**config.mk**
```make
export PLATFORM = sky130hd
export DESIGN_NAME = tc_corr_updater
export DESIGN_NICKNAME = d
export VERILOG_FILES = /design/src/rtl/tc_corr_pkg.sv /design/src/rtl/tc_resid_stage.sv /design/src/rtl/tc_corr_add_stage.sv /design/src/rtl/tc_corr_updater.sv
export SDC_FILE = /design/constraint.sdc
export NUM_CORES = 1
export LEC_CHECK = 0
export BUFFER_PORTS_ARGS = -buffer_cell sky130_fd_sc_hd__buf_2
export CAP_MARGIN = 20
export CELL_PAD_IN_SITES_DETAIL_PLACEMENT = 1
export CELL_PAD_IN_SITES_GLOBAL_PLACEMENT = 1
export CORE_MARGIN = 10
export CORE_UTILIZATION = 37
export DETAILED_ROUTE_END_ITERATION = 8
export HOLD_SLACK_MARGIN = 0.05
export PLACE_DENSITY = 0.79
export SLEW_MARGIN = 10
export SYNTH_ARGS = -nofsm -noshare
export SYNTH_HDL_FRONTEND = slang
export SYNTH_SLANG_ARGS = --single-unit
```
**constraint.sdc**
```tcl
create_clock -name clk -period 3.2 [get_ports clk]
set_input_delay 0.48 -clock clk [delete_from_list [all_inputs] [get_ports clk]]
set_output_delay 0.48 -clock clk [all_outputs]
set_load 0.01 [all_outputs]
```
**src/rtl/tc_corr_pkg.sv**
```systemverilog
package tc_corr_pkg;

    localparam logic [3:0] MT_SYNC  = 4'h0;
    localparam logic [3:0] MT_DREQ  = 4'h1;
    localparam logic [3:0] MT_FUP   = 4'h8;
    localparam logic [3:0] MT_DRESP = 4'h9;

    typedef enum logic {
        ACT_PASS = 1'b0,
        ACT_ADD  = 1'b1
    } corr_act_e;

    typedef struct packed {
        logic      valid;
        logic [3:0] mtype;
        corr_act_e act;
        logic      late;
    } stage_ctl_t;

    // Only the two event types accumulate residence; everything else passes.
    function automatic corr_act_e classify(input logic [3:0] code);
        case (code)
            MT_SYNC, MT_DREQ: return ACT_ADD;
            default:          return ACT_PASS;
        endcase
    endfunction

endpackage

```
**src/rtl/tc_resid_stage.sv**
```systemverilog
module tc_resid_stage
    import tc_corr_pkg::*;
#(
    parameter int TS_W   = 48,
    parameter int CORR_W = 64
) (
    input  logic              clk,
    input  logic              rst,
    input  logic              in_valid,
    input  logic [3:0]        msg_type,
    input  logic [TS_W-1:0]   ingress_ts,
    input  logic [TS_W-1:0]   egress_ts,
    input  logic [CORR_W-1:0] corr_in,
    output stage_ctl_t        ctl_q,
    output logic [TS_W-1:0]   resid_q,
    output logic [CORR_W-1:0] corr_q
);

    stage_ctl_t      ctl_d;
    logic [TS_W-1:0] resid_d;

    always_comb begin
        ctl_d.valid = in_valid;
        ctl_d.mtype = msg_type;
        ctl_d.act   = classify(msg_type);
        ctl_d.late  = (egress_ts < ingress_ts);
        resid_d     = egress_ts - ingress_ts;
    end

    always_ff @(posedge clk) begin
        if (rst) begin
            ctl_q   <= '0;
            resid_q <= '0;
            corr_q  <= '0;
        end else begin
            ctl_q   <= ctl_d;
            resid_q <= resid_d;
            corr_q  <= corr_in;
        end
    end

endmodule

```
**src/rtl/tc_corr_add_stage.sv**
```systemverilog
module tc_corr_add_stage
    import tc_corr_pkg::*;
#(
    parameter int TS_W      = 48,
    parameter int CORR_W    = 64,
    parameter int FRAC_BITS = 16
) (
    input  logic              clk,
    input  logic              rst,
    input  stage_ctl_t        ctl,
    input  logic [TS_W-1:0]   resid,
    input  logic [CORR_W-1:0] corr,
    output logic              out_valid,
    output logic [3:0]        out_type,
    output logic [CORR_W-1:0] corr_out,
    output logic              err_out
);

    logic [CORR_W-1:0] scaled;
    logic [CORR_W-1:0] sum;
    logic              do_add;
    logic              bad;

    always_comb begin
        scaled = CORR_W'(resid) << FRAC_BITS;
        sum    = corr + scaled;
        do_add = (ctl.act == ACT_ADD) && !ctl.late;
        bad    = (ctl.act == ACT_ADD) && ctl.late;
    end

    always_ff @(posedge clk) begin
        if (rst || !ctl.valid) begin
            out_valid <= 1'b0;
            out_type  <= '0;
            corr_out  <= '0;
            err_out   <= 1'b0;
        end else begin
            out_valid <= 1'b1;
            out_type  <= ctl.mtype;
            corr_out  <= do_add ? sum : corr;
            err_out   <= bad;
        end
    end

endmodule

```
**src/rtl/tc_corr_updater.sv**
```systemverilog
module tc_corr_updater
    import tc_corr_pkg::*;
#(
    parameter int TS_W      = 48,
    parameter int CORR_W    = 64,
    parameter int FRAC_BITS = 16
) (
    input  logic              clk,
    input  logic              rst,
    input  logic              in_valid,
    input  logic [3:0]        msg_type,
    input  logic [TS_W-1:0]   ingress_ts,
    input  logic [TS_W-1:0]   egress_ts,
    input  logic [CORR_W-1:0] corr_in,
    output logic              out_valid,
    output logic [3:0]        out_type,
    output logic [CORR_W-1:0] corr_out,
    output logic              err_out
);

    stage_ctl_t        s1_ctl;
    logic [TS_W-1:0]   s1_resid;
    logic [CORR_W-1:0] s1_corr;

    tc_resid_stage #(
        .TS_W   (TS_W),
        .CORR_W (CORR_W)
    ) u_resid (
        .clk        (clk),
        .rst        (rst),
        .in_valid   (in_valid),
        .msg_type   (msg_type),
        .ingress_ts (ingress_ts),
        .egress_ts  (egress_ts),
        .corr_in    (corr_in),
        .ctl_q      (s1_ctl),
        .resid_q    (s1_resid),
        .corr_q     (s1_corr)
    );

    tc_corr_add_stage #(
        .TS_W      (TS_W),
        .CORR_W    (CORR_W),
        .FRAC_BITS (FRAC_BITS)
    ) u_add (
        .clk       (clk),
        .rst       (rst),
        .ctl       (s1_ctl),
        .resid     (s1_resid),
        .corr      (s1_corr),
        .out_valid (out_valid),
        .out_type  (out_type),
        .corr_out  (corr_out),
        .err_out   (err_out)
    );

endmodule

```
# After elaboration in Yosys (flattened, before gate mapping)
# Cells that the tools add are included.
[op_classes]
add_sub_neg = 2
order_cmp = 1
n_eq_ne = 1
muxes = 3
n_reduce_logical = 7
[ops]
columns = ["op", "n"]
rows = [
  ["$add 64x64->64", 1],
  ["$mux 64", 1],
  ["$lt 48x48->1", 1],
  ["$sub 48x48->48", 1],
  ["$eq 4x1->1 const B", 1],
  ["$logic_not 4->1", 1],
  ["$logic_and 1x1->1", 2],
  ["$logic_not 1->1", 2],
  ["$mux 1", 2],
  ["$reduce_or 2->1", 1],
  ["$logic_or 1x1->1", 1],
]
[totals]
regBits = 189
in_bits = 167
output_inout_bits = 70

# Logic depth before layout (Yosys ltp)
[depth]
word_depth = 3
depth_mapped = 13

# Cells and area by module
# From an unflattened synthesis, not the netlist that was laid out.
[unflattened]
cells_unflattened = 1295
area_unflattened_um2 = 10841.6
[modules_own_cells]
columns = ["mod", "instances", "cells_per_inst", "area_each_um2", "seq_area_each_um2"]
rows = [
  ["tc_resid_stage", 1, 727, 6188.4, 2382.3],
  ["tc_corr_add_stage", 1, 568, 4653.2, 1401.3],
]

# Worst setup path before layout
# Ideal clock, no wire load.
[synth_timing]
path_type = "input -> register"
startpoint = "in egress_ts[0]"
endpoint = "reg u_resid.resid_q[46]"
setup_ps = 121
arrival_time_ps = 3003
setup_slack_ps = 75
path_stages = 13
n_path_buf = 0
cell_sequence = "inv_1 > ha_1 > fa_1 > and2b_1 > o31a_1 > o21ai_1 > nand2b_2 > a2111oi_2 > or2_4 > o31ai_4 > o21ai_2 > o41a_1 > mux2_4"
[synth_between]
elab_chain_len = 1
[synth_rtl]
columns = ["element", "line_no", "text"]
rows = [
  ["start, declared", "tc_corr_updater.sv:13", "input logic [TS_W-1:0] egress_ts,"],
  ["$sub 48x48->48", "tc_resid_stage.sv:27", "resid_d = egress_ts - ingress_ts;"],
  ["end signal, assigned", "tc_resid_stage.sv:37", "resid_q <= resid_d;"],
  ["end, declared", "tc_resid_stage.sv:15", "output logic [TS_W-1:0] resid_q,"],
]
# Every way passes these cells.
# A chain may end at the register's enable or synchronous reset.

# Final worst setup path
[layout_timing]
startpoint = "reg u_resid.resid_q[1]"
endpoint = "reg u_add.corr_out[61]"
[layout_between]
elab_chain_len = 2
[layout_rtl]
columns = ["element", "line_no", "text"]
rows = [
  ["$add 64x64->64", "tc_corr_add_stage.sv:26", "sum = corr + scaled;"],
  ["$mux 64", "tc_corr_add_stage.sv:40", "corr_out <= do_add ? sum : corr;"],
  ["end signal, assigned", "tc_corr_add_stage.sv:40", ""],
  ["end, declared", "tc_corr_add_stage.sv:15", "output logic [CORR_W-1:0] corr_out,"],
]
# Every way passes these cells.

==> impl_metrics.toml <==
[outcome]
status = "finished clean"

[drt]
drt-total-wl_mm = 37.0
firstDrtPassIters = 5
viasPerCell = 5.15
highest_layer = "met4"
drt-initial-drc-count = 498
wl_met3_mm = 1.70
dr_wl_met2_mm = 17.4
wire_per_inst_um = 18.3
route.vias.total = 10370
ant_nets = 0
wl_met1_mm = 17.4
drc_errors = 0

[floorplan]
die_y_um = 192
core_area_sq_um = 28900
fp.dieW_um = 192
num_rows = 62
ios = 237
start_util_pct = 37.8
die_area_sq_um = 36700

[sta]
min_period_over_period_pct = 97.0
skew_ns = 0.0228
slew_violations = 0
rsz0062_at_grt = "yes"
max_freq_mhz = 322
hold_viol = 0
finalSetupViolCount = 0
period_needed_ns = 3.10
worst_slew_pin_slew_ns = 0.757
relSlewSlack_pct = 49.4

[power]
p_comb_share_pct = 28.2
pwr-share-clk_pct = 32.2
p_leak_nw = 6.77
vdd_ir_drop_max_uv = 328
switching_power_w = 0.00210
switching_share_pct = 32.2
pwr-share-seq_pct = 39.5
p_per_area_nw_per_um2 = 474
power.internal_w = 0.00444

[critical_path]
crit_path_start_kind = "flop"
arrival_ns = 3.43
timing.rr.start = "u_resid.resid_q[1]$_SDFF_PP0_"
reg2reg_to = "u_add.corr_out[61]$_SDFF_PN0_"
crit_required_ns = 3.52
end_kind = "flop"
crit_fanout = 3
r2r_setup_slack_ns = 0.1
critPathLaunch = "u_resid.resid_q[1]$_SDFF_PP0_"
r2r_cells = 11
worst-setup-path-type = "reg2reg"
endpoint = "u_add.corr_out[61]$_SDFF_PN0_"

[synth]
ys_types = 75
syn-cell-area_sq_um = 10900
synthFlopType = "dfxtp_1"
synth_top_cell_by_area = "dfxtp_1"
synth_seq_cells = 189
ys_warn_count = 0
synthTopCellsByArea = "dfxtp_1, ha_1, a21oi_1, nand2_1, nor2b_1"
async_reset_ff_share_pct = 0
synth_edf_count = 0
avgSynthCellArea_sq_um = 8.16
synth_nets = 1600
synth_top_area_share_pct = 34.7
yosysSeqAreaShare_pct = 34.7
syn_inst = 1336

[grt]
grt_pass1_wl_mm = 57.0
grt_overflow = 0
grtUsageTotal_pct = 19.2
grt_pass1_vias = 11012
grt_max_degree = 127
antenna_found_initial = 0

[cts]
numCtsBuffers = 17
cts_max_level = 4
cts_tree = "done"
postCtsHoldBufs = 0
path_clk_slew_ns = 0.07
clk_latency_ns = 0.45
clock_sinks = 189
cts_root_buffer = "clkbuf_16"
clock_path_buffers = 2

[place]
gp_congestion = 0.922
dp_cells = 1978
portBuffers = 236
place_area_sq_um = 13000
hpwlAfterDp_mm = 28.9

[final_layout]
antennaDiodeCount = 0
nNetsFinal = 1883
drive_gt1_share_pct = 24.9
final_cell_area_sq_um = 13800
fin_util_pct = 47.9
synthToLayoutAreaGrowth_pct = 26.7
stdcell_count = 2015

[flow_run]
maxCapViolCount = 0

[hold_path]
hold_path_class = "in2reg"
[state kept, by name, summed over array words and instances (netlist names)]
signal / cells
u_add.corr_out: 64
u_add.err_out: 1
u_add.out_type: 4
u_add.out_valid: 1
u_resid.corr_q: 64
u_resid.ctl_q: 7
u_resid.resid_q: 48
[power groups by stage]
stage / Clock (W) / Combinational [W] / Sequential (W)
finish: 0.00211 / 0.00185 / 0.00259
global route: 0.00227 / 0.00204 / 0.00260
CTS: 0.00216 / 0.00180 / 0.00258
detailed placement: 0 / 0.00177 / 0.00263
global placement: 0 / 0.00172 / 0.00263
floorplan: 0 / 0.00116 / 0.00260
[cell usage after synthesis, drive strengths merged (7+ instances only)]
master,number
buf,14
a211oi,8
clkbuf,54
nand2b,15
inv,72
o21bai,23
a21o,65
o21a,7
a21oi,143
xnor2,44
ha,95
o211ai,9
nand2,153
a31oi,9
o31ai,12
and2,26
nor2b,79
xor2,30
nor2,96
o21ai,52
dfxtp,189
and3,9
nand3,19
nand4,23
nor3,21
[cell type report]
class	instances	area, sq um
flip-flops and latches	189	3790
clock inverters	12	125
inverters	72	270
well taps	384	480
fillers	3562	15000
repair buffers	332	1920
multi-input cells	1007	6780
clock buffers	19	453
[worst min-delay path by stage]
stage / start / slack, ns / to / cells past startpoint
2_1_floorplan: u_resid.corr_q[0]$_SDFF_PP0_ / 0.41 / u_add.corr_out[0]$_SDFF_PN0_ / 1
3_3_place_gp: u_resid.corr_q[2]$_SDFF_PP0_ / 0.41 / u_add.corr_out[2]$_SDFF_PN0_ / 1
3_5_place_dp: u_resid.ctl_q[5]$_SDFF_PP0_ / 0.42 / u_add.out_type[3]$_SDFF_PN0_ / 1
4_1_cts: msg_type[2] / 0.19 / u_resid.ctl_q[1]$_SDFF_PP0_ / 2
5_1_grt: msg_type[2] / 0.21 / u_resid.ctl_q[1]$_SDFF_PP0_ / 2
6_report: msg_type[2] / 0.21 / u_resid.ctl_q[1]$_SDFF_PP0_ / 2
[routing by layer]
metal | track usage [%] | vias to the layer above
li1 | - | 5167
met1 | 25.0 | 4922
met2 | 32.0 | 243
met3 | 3.81 | 38
met4 | 4.78 | 0
met5 | 0 | -
[cell families after synthesis]
| family | synth area share [%] |
|---|---|
| muxes | 0.608 |
| adders and majority gates | 11.3 |
| AOI/OAI and AO/OA | 21.9 |
| xor gates and xnor gates | 5.95 |
| buffers and inverters | 4.90 |
| DFF | 34.7 |
| and+or+nand+nor | 20.6 |
[what timing repair did]
action                                  4_1_cts  5_1_grt
gates resized for setup                       2       32
endpoints found under the setup margin        3        9
pin swaps                                     1       17
buffers inserted                              0        6
[layout by cell type, fill, tap and decap left out, types with 6 or more instances in the layout]
cell type / Yosys / routed
ha_1: 95 / 92
inv_6: 0 / 6
o21bai_1: 23 / 22
nor2_1: 96 / 96
o31ai_1: 10 / 9
dfxtp_1: 189 / 186
o21a_1: 7 / 7
o21ai_0: 38 / 38
a21oi_1: 142 / 137
o21ai_1: 13 / 12
nor2b_1: 79 / 78
nand2b_1: 14 / 12
inv_1: 72 / 71
a211oi_1: 6 / 6
xor2_1: 30 / 30
nand4_1: 23 / 23
xnor2_1: 44 / 44
and2_1: 26 / 26
buf_4: 0 / 96
o211ai_1: 9 / 9
nor3_1: 20 / 18
and3_1: 9 / 9
clkbuf_16: 0 / 17
buf_2: 7 / 235
nand2_1: 153 / 151
nand3_1: 19 / 19
a21o_1: 65 / 65
a31oi_1: 9 / 8
[critical path: stages (launching register included)]
cell and delay [ns]:
dfxtp_1 0.33, ha_1 0.33, a211oi_2 0.33, o21bai_1 0.12
a21oi_1 0.24, o31ai_1 0.17, o31a_1 0.34, a31o_1 0.29
a221o_1 0.36, a31oi_1 0.23, xor2_1 0.18, o21ai_1 0.07
[per-stage QoR]
stage / hold slack, ns / TNS, ns / power, W / setup WS [ns]
final: 0.212 / 0 / 0.00655 / 0.0952
after global routing: 0.208 / -0.118 / 0.00691 / -0.0543
after CTS: 0.190 / -0.0589 / 0.00654 / -0.0239
after detailed placement: 0.419 / -1.23 / 0.00441 / -0.292
after global placement: 0.407 / -0.796 / 0.00435 / -0.258
after floorplan: 0.406 / 0 / 0.00376 / 0.0754
No activity file was read; power rests on OpenSTA's default activity.
